==> config.mk <==
export PLATFORM = sky130hd
export DESIGN_NAME = bus_cycle_timer
export DESIGN_NICKNAME = d
export VERILOG_FILES = /design/src/rtl/bct_pkg.sv /design/src/rtl/bct_window.sv /design/src/rtl/bct_cfg_check.sv /design/src/rtl/bct_sequencer.sv /design/src/rtl/bus_cycle_timer.sv
export SDC_FILE = /design/constraint.sdc
export NUM_CORES = 1
export LEC_CHECK = 0
export BUFFER_PORTS_ARGS = -buffer_cell sky130_fd_sc_hd__buf_2
export CORE_AREA = 2 2 114 171
export CTS_CLUSTER_SIZE = 28
export DETAILED_ROUTE_END_ITERATION = 10
export DIE_AREA = 0 0 116 173
export PLACE_DENSITY_LB_ADDON = 0.08
export SLEW_MARGIN = 40
export SYNTH_ARGS = -nofsm -noshare
export SYNTH_HDL_FRONTEND = slang
export SYNTH_SLANG_ARGS = --single-unit
==> constraint.sdc <==
create_clock -name clk -period 12.2 [get_ports clk]
set_clock_uncertainty 0.15 [all_clocks]
set_input_delay 0.61 -clock clk [delete_from_list [all_inputs] [get_ports clk]]
set_output_delay 0.61 -clock clk [all_outputs]
set_load 0.02 [all_outputs]
==> src/rtl/bct_pkg.sv <==
package bct_pkg;
  typedef enum int unsigned {
    WIN_ADDR = 0,
    WIN_RD   = 1,
    WIN_WR   = 2,
    WIN_WD   = 3
  } win_e;
  localparam int NUM_WIN = 4;
endpackage

==> src/rtl/bct_window.sv <==
module bct_window #(
  parameter int TW = 6
) (
  input  logic          en,
  input  logic [TW-1:0] tick,
  input  logic [TW-1:0] dly,
  input  logic [TW-1:0] wid,
  output logic          active
);
  localparam int EW = TW + 1;
  logic [EW-1:0] t_e, lo_e, hi_e;
  assign t_e  = {1'b0, tick};
  assign lo_e = {1'b0, dly};
  assign hi_e = {1'b0, dly} + {1'b0, wid};
  assign active = en && (t_e >= lo_e) && (t_e < hi_e);
endmodule

==> src/rtl/bct_cfg_check.sv <==
module bct_cfg_check #(
  parameter int TW = 6
) (
  input  logic [TW-1:0] total,
  input  logic [TW-1:0] addr_dly,
  input  logic [TW-1:0] rd_dly,
  input  logic [TW-1:0] rd_wid,
  input  logic [TW-1:0] smp_dly,
  input  logic [TW-1:0] wr_dly,
  input  logic [TW-1:0] wr_wid,
  input  logic [TW-1:0] wd_dly,
  input  logic [TW-1:0] wd_wid,
  output logic          err
);
  localparam int EW = TW + 2;
  logic [EW-1:0] tot_e, rd_end, wr_end, wd_end;
  assign tot_e  = EW'(total);
  assign rd_end = EW'(rd_dly) + EW'(rd_wid);
  assign wr_end = EW'(wr_dly) + EW'(wr_wid);
  assign wd_end = EW'(wd_dly) + EW'(wd_wid);

  always_comb begin
    err = 1'b0;
    if (total == '0)               err = 1'b1;
    if (rd_wid == '0)              err = 1'b1;
    if (wr_wid == '0)              err = 1'b1;
    if (rd_end > tot_e)            err = 1'b1;
    if (wr_end > tot_e)            err = 1'b1;
    if (wd_end > tot_e)            err = 1'b1;
    if (smp_dly >= total)          err = 1'b1;
    if (addr_dly >= total)         err = 1'b1;
    if (wd_dly > wr_dly)           err = 1'b1;
    if (wd_end < wr_end + 1'b1)    err = 1'b1;
  end
endmodule

==> src/rtl/bct_sequencer.sv <==
module bct_sequencer #(
  parameter int TW = 6
) (
  input  logic          clk,
  input  logic          rst_n,
  input  logic          accept,
  input  logic [TW-1:0] last,
  output logic          busy,
  output logic [TW-1:0] tick,
  output logic          nxt_busy,
  output logic [TW-1:0] nxt_tick,
  output logic          done
);
  logic at_last;
  assign at_last = busy && (tick == last);

  always_comb begin
    nxt_busy = busy;
    nxt_tick = tick;
    if (busy) begin
      if (tick == last) begin
        nxt_busy = 1'b0;
        nxt_tick = '0;
      end else begin
        nxt_tick = tick + 1'b1;
      end
    end else if (accept) begin
      nxt_busy = 1'b1;
      nxt_tick = '0;
    end
  end

  always_ff @(posedge clk or negedge rst_n) begin
    if (!rst_n) begin
      busy <= 1'b0;
      tick <= '0;
      done <= 1'b0;
    end else begin
      busy <= nxt_busy;
      tick <= nxt_tick;
      done <= at_last;
    end
  end
endmodule

==> src/rtl/bus_cycle_timer.sv <==
module bus_cycle_timer
  import bct_pkg::*;
#(
  parameter int TW = 6,
  parameter int AW = 16,
  parameter int DW = 16
) (
  input  logic          clk,
  input  logic          rst_n,
  input  logic [TW-1:0] cfg_total,
  input  logic [TW-1:0] cfg_addr_dly,
  input  logic [TW-1:0] cfg_rd_dly,
  input  logic [TW-1:0] cfg_rd_wid,
  input  logic [TW-1:0] cfg_smp_dly,
  input  logic [TW-1:0] cfg_wr_dly,
  input  logic [TW-1:0] cfg_wr_wid,
  input  logic [TW-1:0] cfg_wd_dly,
  input  logic [TW-1:0] cfg_wd_wid,
  input  logic          req_valid,
  output logic          req_ready,
  input  logic          req_write,
  input  logic [AW-1:0] req_addr,
  input  logic [DW-1:0] req_wdata,
  output logic [AW-1:0] bus_addr,
  output logic          bus_addr_valid,
  output logic          bus_rd_n,
  output logic          bus_wr_n,
  output logic [DW-1:0] bus_wdata,
  output logic          bus_wdata_oe,
  input  logic [DW-1:0] bus_rdata,
  output logic          done,
  output logic [DW-1:0] rd_data,
  output logic          config_error
);
  logic          busy, nxt_busy, accept;
  logic [TW-1:0] tick, nxt_tick, last;
  logic          dir_q, nxt_dir;
  logic [AW-1:0] addr_q, nxt_addr;
  logic [DW-1:0] wdata_q, nxt_wdata, rd_q;

  logic [TW-1:0]      win_dly [NUM_WIN];
  logic [TW-1:0]      win_wid [NUM_WIN];
  logic [NUM_WIN-1:0] win_en, win_act;

  bct_cfg_check #(.TW(TW)) u_cfg (
    .total(cfg_total), .addr_dly(cfg_addr_dly),
    .rd_dly(cfg_rd_dly), .rd_wid(cfg_rd_wid), .smp_dly(cfg_smp_dly),
    .wr_dly(cfg_wr_dly), .wr_wid(cfg_wr_wid),
    .wd_dly(cfg_wd_dly), .wd_wid(cfg_wd_wid),
    .err(config_error)
  );

  assign req_ready = !busy && !config_error;
  assign accept    = req_valid && req_ready;
  assign last      = cfg_total - 1'b1;

  bct_sequencer #(.TW(TW)) u_seq (
    .clk(clk), .rst_n(rst_n), .accept(accept), .last(last),
    .busy(busy), .tick(tick), .nxt_busy(nxt_busy), .nxt_tick(nxt_tick),
    .done(done)
  );

  assign nxt_dir   = accept ? req_write : dir_q;
  assign nxt_addr  = accept ? req_addr  : addr_q;
  assign nxt_wdata = accept ? req_wdata : wdata_q;

  always_comb begin
    win_dly[WIN_ADDR] = cfg_addr_dly;
    win_wid[WIN_ADDR] = cfg_total - cfg_addr_dly;
    win_dly[WIN_RD]   = cfg_rd_dly;
    win_wid[WIN_RD]   = cfg_rd_wid;
    win_dly[WIN_WR]   = cfg_wr_dly;
    win_wid[WIN_WR]   = cfg_wr_wid;
    win_dly[WIN_WD]   = cfg_wd_dly;
    win_wid[WIN_WD]   = cfg_wd_wid;
    win_en[WIN_ADDR]  = nxt_busy;
    win_en[WIN_RD]    = nxt_busy && !nxt_dir;
    win_en[WIN_WR]    = nxt_busy && nxt_dir;
    win_en[WIN_WD]    = nxt_busy && nxt_dir;
  end

  for (genvar gi = 0; gi < NUM_WIN; gi++) begin : g_win
    bct_window #(.TW(TW)) u_win (
      .en(win_en[gi]), .tick(nxt_tick),
      .dly(win_dly[gi]), .wid(win_wid[gi]),
      .active(win_act[gi])
    );
  end

  always_ff @(posedge clk or negedge rst_n) begin
    if (!rst_n) begin
      dir_q          <= 1'b0;
      addr_q         <= '0;
      wdata_q        <= '0;
      rd_q           <= '0;
      bus_addr       <= '0;
      bus_addr_valid <= 1'b0;
      bus_rd_n       <= 1'b1;
      bus_wr_n       <= 1'b1;
      bus_wdata      <= '0;
      bus_wdata_oe   <= 1'b0;
    end else begin
      dir_q          <= nxt_dir;
      addr_q         <= nxt_addr;
      wdata_q        <= nxt_wdata;
      bus_addr_valid <= win_act[WIN_ADDR];
      bus_addr       <= win_act[WIN_ADDR] ? nxt_addr : '0;
      bus_rd_n       <= !win_act[WIN_RD];
      bus_wr_n       <= !win_act[WIN_WR];
      bus_wdata_oe   <= win_act[WIN_WD];
      bus_wdata      <= win_act[WIN_WD] ? nxt_wdata : '0;
      if (busy && !dir_q && (tick == cfg_smp_dly)) rd_q <= bus_rdata;
    end
  end

  assign rd_data = rd_q;
endmodule

==> impl_metrics.tcl, run 1 <==
set metrics [dict create \
    regArea_um2 2330 \
    antenna_cells 0 \
    critical_path.reg2reg.startpoint "u_seq.tick[4]$_DFF_PN0_" \
    outcome "finished clean" \
    finalCritPeriodShare_pct 53.4 \
    grt_remaining_overflow 0 \
    antenna_found_initial 0 \
    slew-limit-headroom_pct 49.6 \
    worst-r2r-setup-slack_ns 7.67 \
    fillers 1877 \
    cts.repair_timing.setup_buffer_count 0 \
    critical_path.max_fanout 36 \
    synthesis.instances 666 \
    clock-root-buffer "clkbuf_16" \
    area_added_between_synthesis_and_finish_pct 21.3 \
    combined_area_of_the_multi_input_logic_cells_um2 4290 \
    crit_required_ns 12.31 \
    average_instance_area_after_synthesis_um2 10.4 \
    power.density_nw_per_um2 122 \
    timing_worst_slew_pin_value_ns 0.751 \
    cts.htree.levels 3 \
    wire_per_inst_um 18.6 \
    std_cell_rows 61 \
    final_sum_of_negative_setup_slack_ns 0 \
    dieWidth_um 116 \
    synth_ff_type "dfrtp_1" \
    final_wirelength_um 20300 \
    critical_path_arrival_ns 6.63 \
    floorplan.initialDensity_pct 37.4 \
    reg2reg_depth 15 \
    p_leak_nw 4.54 \
    timing.final.hold_violations 0 \
    r2r_end "bus_wdata[5]$_DFF_PN0_" \
    detail_route.iter0.violations 286 \
    numCtsBuffers 9 \
    report.final.setup_viol 0 \
    rsz0062_at_grt "no" \
    synth.top_cells.by_area "dfrtp_1, ha_1, mux2_2" \
    cts_resized 0 \
    start_kind "input pin" \
    tritoncts "built" \
    synth-seq-area-share_pct 33.8 \
    synth_edf_count 0 \
    dp.final_hpwl_um 16400 \
    clock_sinks 93 \
    detailroute.via_count 5653 \
    die-area_um2 20100 \
    cap_viol_max_count 0 \
    report.final.slew_viol_count 0 \
    detail-route-antenna-nets 0 \
    hold_buffers 0 \
    drt_drc_violations_left 0 \
    grt_first_pass_wirelength_um 32100 \
    layout-drive-gt1-share_pct 30.4 \
    synth_area_leader_cell "dfrtp_1" \
    core-area_um2 18500 \
    grtUsageTotal_pct 20.8 \
    via_count_of_the_first_global_routing_pass 6069 \
    async_flop_share_pct 100 \
    routabilityCongestion 0.903 \
    yosys_register_bits 93 \
    port_buffers 160 \
    period_needed_ns 6.52 \
    count_of_unique_library_cells_instantiated_by_yosys 65 \
    clk_latency_ns 0.34 \
    cts_buffer_depth 2 \
    layout.nets 1058 \
    crit_path_end_kind "register" \
    total_power_mw 1.02 \
    mappedNetlistArea_um2 6900 \
    yosysWarningCount 0 \
    synth.top_cells.by_count "ha_1, dfrtp_1, inv_1, mux2_2, a21oi_1" \
    worst-setup-path-type "in -> reg" \
    max_freq_ghz 0.153 \
    floorplan.io_pins 161 \
    worst_setup_hold_path_clk_slew_ns 0.08 \
    grt_start_max_net_pins 61 \
    die-height_um 173 \
    viasPerCell 5.16 \
    post-synth-top-count-cell "ha_1" \
    synth_top_area_share_pct 33.0 \
    vdd.ir_drop.worst_mv 0.0819 \
    syn_nets 886 \
    detailedRoute.firstPassIterationCount 6 \
    hold_path_class "in -> async" \
]
[cell type report]
class	count	area share [%]
inverter	65	2.91
tap	252	3.77
multi-input combinational	497	51.2
sequential	93	27.8
timing repair buffer	172	10.7
clock inverter	7	0.912
clock buffer	9	2.69
[critical path, stage by stage]
cell and delay [ns]:
buf_2 0.13, ha_1 0.23, fa_1 0.42, xor2_1 0.47
nand3_1 0.20, nor3_1 0.22, xnor2_1 0.10, ha_1 0.30
o21ai_0 0.11, a32oi_1 0.18, o311ai_1 0.17, nor4_4 0.41
nand4_2 0.11, buf_4 0.31, nor2b_1 0.22, o21ai_0 0.17
o21ai_1 0.25, buf_4 0.26, ha_1 0.27, nand2_1 0.04
o21a_1 0.19, a211o_1 0.29, o221ai_1 0.17, a22oi_1 0.12
a211o_2 0.51, nor2b_1 0.17
[layer usage]
metal | global-route usage [%] | vias to the layer above | wire [um]
met1 | 23.9 | 2746 | 7970
met5 | 0 | - | 0
met3 | 3.43 | 31 | 791
met4 | 6.80 | 0 | 629
met2 | 38.2 | 128 | 10900
li1 | - | 2748 | -
[power by group]
part	switching [mW]	internal (mW)
Sequential	0.0182	0.327
Clock	0.137	0.146
Combinational	0.224	0.169
Total	0.379	0.641
[cell families after synthesis]
family                   share of synthesized area [%]
AO/OA/AOI/OAI                                     14.2
adder cells (fa/ha/maj)                           21.2
multiplexers                                      7.98
XOR/XNOR                                          4.95
AND/OR/NAND/NOR                                   13.5
buffers and inverters                             4.39
flip-flops                                        33.8
[worst max-delay path by stage]
stage | cells past startpoint | start | slack, ns | end
4_1_cts | 30 | cfg_wr_dly[0] | 5.49 | bus_wdata[4]$_DFF_PN0_
3_5_place_dp | 30 | cfg_wr_dly[0] | 5.13 | bus_wdata[1]$_DFF_PN0_
3_3_place_gp | 30 | cfg_wr_dly[0] | 5.33 | bus_wdata[4]$_DFF_PN0_
2_1_floorplan | 29 | cfg_wr_dly[0] | 6.00 | bus_wdata[10]$_DFF_PN0_
5_1_grt | 30 | cfg_wr_dly[0] | 5.14 | bus_wdata[1]$_DFF_PN0_
6_report | 26 | cfg_wr_dly[0] | 5.68 | bus_wdata[5]$_DFF_PN0_
[registers in the layout, summed over array words and instances, names as in the netlist]
register and cells:
u_seq.done 1, u_seq.busy 1, bus_wdata_oe 1, rd_data 16, wdata_q 16, bus_addr 16
addr_q 16, dir_q 1, bus_wdata 16, bus_addr_valid 1, bus_rd_n 1, u_seq.tick 6
bus_wr_n 1
[cell usage in the layout (no fill, tap or decap), types with 9 or more instances in the layout]
cell type  instances
buf_2            159
ha_1             109
dfrtp_1           91
inv_1             65
mux2_2            48
a21oi_1           37
nor2_1            32
a21o_1            22
o21ai_0           21
xnor2_1           20
xor2_1            19
nor3b_1           19
nor2b_1           17
nand3_1           16
nand2_1           12
buf_4             12
nand2b_1           9
nor2b_2            9
clkbuf_16          9
[per-stage QoR]
step | worst slack, ns | util [%] | cell area (um^2) | cells | hold WS [ns]
detailed placement | 5.13 | 43.7 | 8070 | 1079 | 0.327
finish | 5.68 | 45.3 | 8370 | 1095 | 0.0484
floorplan | 6.00 | - | 6900 | 666 | 0.164
global route | 5.14 | 45.3 | 8370 | 1095 | 0.0814
CTS | 5.49 | 45.3 | 8370 | 1095 | 0.0606
global placement | 5.33 | 43.6 | 8050 | 1078 | 0.322
(Power assumes the default switching activity.)
==> run 2: changes to the inputs <==
==> constraint.sdc (replaced) <==
create_clock -name clk -period 5.9 [get_ports clk]
set_clock_uncertainty 0.15 [all_clocks]
set_input_delay 0.295 -clock clk [delete_from_list [all_inputs] [get_ports clk]]
set_output_delay 0.295 -clock clk [all_outputs]
set_load 0.02 [all_outputs]
==> run 2 against run 1 <==
  * Global-route usage grew 0.41 points
  * Die area is the same
  * Worst setup slack got worse by 5.3 ns
  * Combinational power rose by 120%
  * First-iteration DRC count down 13%
  * Count of clock-buffer cells in the layout rose by 1
  * Sequential share of layout area shrank 0.71 points
  * Cell count up 1.6%
  * Design area up 2.6%
  * Core utilization increased by 1.2 points
  * Critical path type unchanged
  * Critical endpoint is now bus_wdata[8]$_DFF_PN0_
==> impl_metrics.tcl, run 2 (synthesized netlist as in run 1, its figures left out) <==
set metrics [dict create \
    p_leak_nw 4.64 \
    power.density_nw_per_um2 255 \
    area_added_between_synthesis_and_finish_pct 24.5 \
    worst_setup_hold_path_clk_slew_ns 0.07 \
    report.final.setup_viol 0 \
    cts.htree.levels 3 \
    detail_route.iter0.violations 250 \
    viasPerCell 5.24 \
    critical_path_arrival_ns 5.55 \
    fillers 1881 \
    detailroute.via_count 5827 \
    layout.nets 1075 \
    cap_viol_max_count 0 \
    floorplan.initialDensity_pct 37.4 \
    dieWidth_um 116 \
    final_sum_of_negative_setup_slack_ns 0 \
    slowest_delay_ns 0.42 \
    hold_path_class "in -> reg" \
    floorplan.io_pins 161 \
    grt_first_pass_wirelength_um 32800 \
    finalCritPeriodShare_pct 92.9 \
    regArea_um2 2330 \
    antenna_cells 0 \
    detailedRoute.firstPassIterationCount 4 \
    die-height_um 173 \
    vdd.ir_drop.worst_mv 0.195 \
    dp.final_hpwl_um 17000 \
    grt_remaining_overflow 0 \
    slowest_stage "fa_1" \
    place_inst 1091 \
    cts_buffer_depth 2 \
    via_count_of_the_first_global_routing_pass 6311 \
    detail-route-antenna-nets 0 \
    routabilityCongestion 0.885 \
    report.final.slew_viol_count 0 \
    worst-setup-path-type "in -> reg" \
    wire_per_inst_um 19.2 \
    critical_path.max_fanout 8 \
    outcome "finished clean" \
    crit_path_end_kind "register" \
    slew-limit-headroom_pct 50.6 \
    period_needed_ns 5.48 \
    antenna_found_initial 0 \
    max_freq_ghz 0.183 \
    clk_latency_ns 0.33 \
    final_cell_mix "buf_2, ha_1, dfrtp_1" \
    final_wirelength_um 21400 \
    drt_drc_violations_left 0 \
    layout.cell_area.non_filler_um2 8590 \
    hold-worst-slack_ns 0.0362 \
    numCtsBuffers 9 \
    clock-root-buffer "clkbuf_16" \
    layout.cells.most_common "buf_2" \
    die-area_um2 20100 \
    timing_worst_slew_pin_value_ns 0.737 \
    utilization_pct 46.5 \
    combined_area_of_the_multi_input_logic_cells_um2 4360 \
    final_cells 1112 \
    crit_required_ns 5.98 \
    clock_sinks 93 \
    grt_start_max_net_pins 59 \
    grtUsageTotal_pct 21.2 \
    area_of_placed_instances_um2 8150 \
    timing.critical_path.mode_cell "nor2_1" \
    core-area_um2 18500 \
    start_kind "input pin" \
    port_buffers 160 \
    timing.final.hold_violations 0 \
    std_cell_rows 61 \
    layout-drive-gt1-share_pct 33.0 \
    tritoncts "built" \
]
-- run 2: changes by cell type in the layout (fill, tap and decap cells not counted), sizes merged --
cell | before | now
a211o | 3 | 4
buf | 172 | 187
bufinv | 0 | 1
clkbuf | 9 | 10
clkinv | 4 | 1
clkinvlp | 0 | 1
dlygate4sd3 | 0 | 1
-- run 2: path summary, 6_finish.rpt --
check | startpoint | slack (ns) | cells after the start | endpoint
worst max-delay path | cfg_wr_dly[0] | 0.42 | 30 | bus_wdata[8]$_DFF_PN0_
worst min register to register | wdata_q[9]$_DFF_PN0_ | 0.34 | 1 | wdata_q[9]$_DFF_PN0_
worst max register to register | u_seq.tick[5]$_DFF_PN0_ | 1.66 | 17 | bus_wdata[8]$_DFF_PN0_
worst min-delay path | bus_rdata[10] | 0.04 | 2 | rd_data[10]$_DFFE_PN0P_
min in group asynchronous | rst_n | 0.29 | 2 | addr_q[11]$_DFF_PN0_
max in group asynchronous | rst_n | 4.27 | 4 | bus_rd_n$_DFF_PN1_
-- run 2: area by class of cell --
type | instances | share of cell area [%]
Multi-Input combinational cell | 498 | 50.7
Timing Repair Buffer | 188 | 12.0
Clock inverter | 6 | 0.903
Inverter | 65 | 2.84
Clock buffer | 10 | 2.78
Tap cell | 252 | 3.67
Sequential cell | 93 | 27.1
-- run 2: routing by layer --
metal  vias up  wire length, um  GRT usage (%)
met5         -                0              0
met4         0              818           8.98
met3        46              981           3.58
met2       167            11800           39.8
met1      2827             7830           22.6
li1       2787                -              -
-- run 2: through the flow --
| stage | setup WS, ns | power [mW] |
|---|---|---|
| floorplan | 0.0155 | 1.26 |
| global placement | 0.0575 | 1.53 |
| detailed placement | -0.0342 | 1.55 |
| CTS | 0.307 | 2.18 |
| global route | -0.0662 | 2.35 |
| finish | 0.422 | 2.19 |
-- run 2: critical path: cells and delay by family --
| family | cells | cell delay [ns] |
|---|---|---|
| AND/OR/NAND/NOR | 10 | 1.33 |
| AO/OA/AOI/OAI | 10 | 1.79 |
| XOR/XNOR | 2 | 0.34 |
| buffers and inverters | 4 | 0.60 |
| adder cells (fa/ha/maj) | 4 | 1.20 |
-- run 2: where the power goes --
part / internal (mW) / total [mW] / switching [mW]
clock: 0.349 / 0.608 / 0.260
combinational: 0.379 / 0.868 / 0.489
sequential: 0.676 / 0.711 / 0.0348
total: 1.40 / 2.19 / 0.784
-- run 2: repair_timing --
item	in CTS	in global routing
endpoints found under the hold margin	34	0
setup buffers	0	2
hold buffers	1	0
setup endpoints to repair	0	34
resized for setup	0	16
==> run 3: changes to the inputs <==
--- a/config.mk
+++ b/config.mk
@@ -5,11 +5,14 @@
 export SDC_FILE = /design/constraint.sdc
 export NUM_CORES = 1
 export LEC_CHECK = 0
+export ABC_AREA = 1
+export ABC_CLOCK_PERIOD_IN_PS = 5900
 export BUFFER_PORTS_ARGS = -buffer_cell sky130_fd_sc_hd__buf_2
-export CORE_AREA = 2 2 114 171
+export CORE_AREA = 2 2 113 169
 export CTS_CLUSTER_SIZE = 28
 export DETAILED_ROUTE_END_ITERATION = 10
-export DIE_AREA = 0 0 116 173
+export DIE_AREA = 0 0 115 171
+export GPL_TIMING_DRIVEN = 0
 export PLACE_DENSITY_LB_ADDON = 0.08
 export SLEW_MARGIN = 40
 export SYNTH_ARGS = -nofsm -noshare
==> run 3 against run 2 <==
  * Cell count up 12%
  * Non-clock buffer count down 13
  * Design area down 3.6%
  * Via count down 2.4%
  * Synthesized cell count up 26%
==> impl_metrics.tcl, run 3 <==
set metrics [dict create \
    detailroute.via_count 5688 \
    grt_remaining_overflow 0 \
    layout.cells.most_common "nand2_1" \
    syn_nets 1062 \
    antenna_cells 0 \
    reg2reg_depth 20 \
    dieWidth_um 115 \
    hold-worst-slack_ns 0.0192 \
    clk_latency_ns 0.35 \
    count_of_unique_library_cells_instantiated_by_yosys 42 \
    synth_xor_area_share_pct 4.50 \
    floorplan.io_pins 161 \
    wl_met3_um 718 \
    final_wirelength_um 17200 \
    layout.nets 1237 \
    max_freq_ghz 0.186 \
    post-synth-top-count-cell "nand2_1" \
    synth.mux.area_fraction_pct 2.65 \
    critical_path.reg2reg.startpoint "u_seq.tick[4]$_DFF_PN0_" \
    met2_length_um 8920 \
    detail_route.iter0.violations 256 \
    report.final.slew_viol_count 0 \
    synth_ff_type "dfrtp_1" \
    worst_setup_hold_path_clk_slew_ns 0.08 \
    synth_area_leader_cell "dfrtp_1" \
    critical_path_arrival_ns 5.45 \
    dp.final_hpwl_um 14200 \
    finalCritPeriodShare_pct 91.0 \
    timing.critical_path.mode_cell "o21a_1" \
    synth-seq-area-share_pct 34.2 \
    clock-root-buffer "clkbuf_16" \
    tritoncts "built" \
    floorplan.initialDensity_pct 37.2 \
    die-area_um2 19700 \
    final_cell_mix "nand2_1, buf_2, inv_1" \
    area_added_between_synthesis_and_finish_pct 21.7 \
    timing.critical_path.from "cfg_wr_dly[0]" \
    period_needed_ns 5.37 \
    outcome "finished clean" \
    synthesis.instances 842 \
    r2r_end "bus_addr[14]$_DFF_PN0_" \
    power.density_nw_per_um2 320 \
    adder_and_majority_cell_fraction_of_the_synthesized_area_pct 21.5 \
    crit_required_ns 5.98 \
    core-area_um2 18300 \
    numCtsBuffers 9 \
    utilization_pct 45.2 \
    rsz0062_at_grt "no" \
    average_instance_area_after_synthesis_um2 8.09 \
    port_buffers 160 \
    cts.repair_timing.setup_buffer_count 0 \
    mappedNetlistArea_um2 6810 \
    synth_top_family_by_area "adder cells" \
    crit_path_end_kind "register" \
    std_cell_rows 61 \
    slew-limit-headroom_pct 55.8 \
    routedLengthMet1_um 7010 \
    cts_buffer_depth 2 \
    critical_path.max_fanout 10 \
    vdd.ir_drop.worst_mv 0.190 \
    drt_drc_violations_left 0 \
    yosys_register_bits 93 \
    async_flop_share_pct 100 \
    detail-route-antenna-nets 0 \
    highest_layer "met4" \
    clock_sinks 93 \
    p_leak_nw 4.79 \
    area_fraction_in_compound_gates_after_synthesis_pct 6.91 \
    wire_per_inst_um 13.8 \
    synth_top_area_share_pct 33.4 \
    cts.htree.levels 3 \
    grtUsageTotal_pct 17.9 \
    synth.top_cells.by_count "nand2_1, inv_1, ha_1, dfrtp_1, nor2_1" \
    setup.worst_path.end "bus_addr[14]$_DFF_PN0_" \
    yosys.area_share.simple_pct 21.3 \
    timing_worst_slew_pin_value_ns 0.664 \
    grt_start_max_net_pins 67 \
    yosysWarningCount 0 \
    worst-r2r-setup-slack_ns 1.94 \
    synth_edf_count 0 \
    synth.top_cells.by_area "dfrtp_1, ha_1, nand2_1" \
    start_kind "input pin" \
    die-height_um 171 \
    slowest_delay_ns 0.47 \
    worst-setup-path-type "in -> reg" \
    viasPerCell 4.58 \
    report.final.setup_viol 0 \
    cap_viol_max_count 0 \
    detailedRoute.firstPassIterationCount 4 \
    layout-drive-gt1-share_pct 22.8 \
    slowest_stage "fa_1" \
    routabilityCongestion 0.830 \
    timing.final.hold_violations 0 \
    hold_path_class "in -> reg" \
    grt_first_pass_wirelength_um 27300 \
    antenna_found_initial 0 \
    via_count_of_the_first_global_routing_pass 5523 \
]
run 3: routing by layer:
metal / track usage, % / vias up
li1: - / 3019
met1: 20.4 / 2514
met2: 33.4 / 130
met3: 2.44 / 25
met4: 6.81 / 0
met5: 0 / -
run 3: worst min path at each step:
| stage | startpoint | end | slack [ns] | cells after the start |
|---|---|---|---|---|
| 2_1_floorplan | rst_n | addr_q[0]$_DFF_PN0_ | -0.15 | 0 |
| 4_1_cts | req_addr[4] | addr_q[4]$_DFF_PN0_ | 0.01 | 3 |
| 3_3_place_gp | wdata_q[0]$_DFF_PN0_ | wdata_q[0]$_DFF_PN0_ | 0.31 | 2 |
| 5_1_grt | bus_rdata[11] | rd_data[11]$_DFFE_PN0P_ | 0.02 | 2 |
| 3_5_place_dp | rst_n | rd_data[9]$_DFFE_PN0P_ | 0.01 | 1 |
| 6_report | req_wdata[15] | wdata_q[15]$_DFF_PN0_ | 0.02 | 3 |
run 3: kinds of logic after synthesis:
group                    Yosys count
AO/OA/AOI/OAI                     81
XOR/XNOR                          35
adder cells (fa/ha/maj)          114
buffers and inverters            158
flip-flops                        93
multiplexers                      16
AND/OR/NAND/NOR                  345
run 3: cell type report:
cell class              count  area (um^2)
plain buffers              11         53.8
clock inverters             7         65.1
repair buffers            164          863
flip-flops and latches     93         2330
clock buffers               9          225
well taps                 220          275
inverters                 147          553
fillers                  1898        10000
multi-input cells         591         3920
run 3: power breakdown:
| group | internal [mW] | switching [mW] |
|---|---|---|
| sequential | 0.725 | 0.0466 |
| clock | 0.298 | 0.270 |
| combinational | 0.508 | 0.805 |
| total | 1.53 | 1.12 |
run 3: repair_timing:
action	4_1_cts	5_1_grt
hold buffers	1	0
hold endpoints to repair	91	0
endpoints found under the setup margin	0	27
resized for setup	0	5
run 3: critical path: cells and delay by family:
| family | cells | cell delay, ns |
|---|---|---|
| AOI/OAI and AO/OA | 11 | 1.81 |
| xor gates and xnor gates | 2 | 0.35 |
| adders and majority gates | 4 | 1.25 |
| buffers and inverters | 6 | 0.98 |
| and+or+nand+nor | 6 | 0.75 |
run 3: through the flow:
step	total power, mW	std cells	setup WS [ns]	instance area (um^2)	setup TNS (ns)
after floorplan	1.67	842	0.475	6810	0
after global placement	2.07	1222	-1.44	7890	-44.32
after detailed placement	2.13	1225	-0.272	7960	-4.31
after CTS	2.71	1242	0.0644	8260	0
after global routing	2.92	1242	0.0249	8290	0
final	2.65	1242	0.531	8290	0
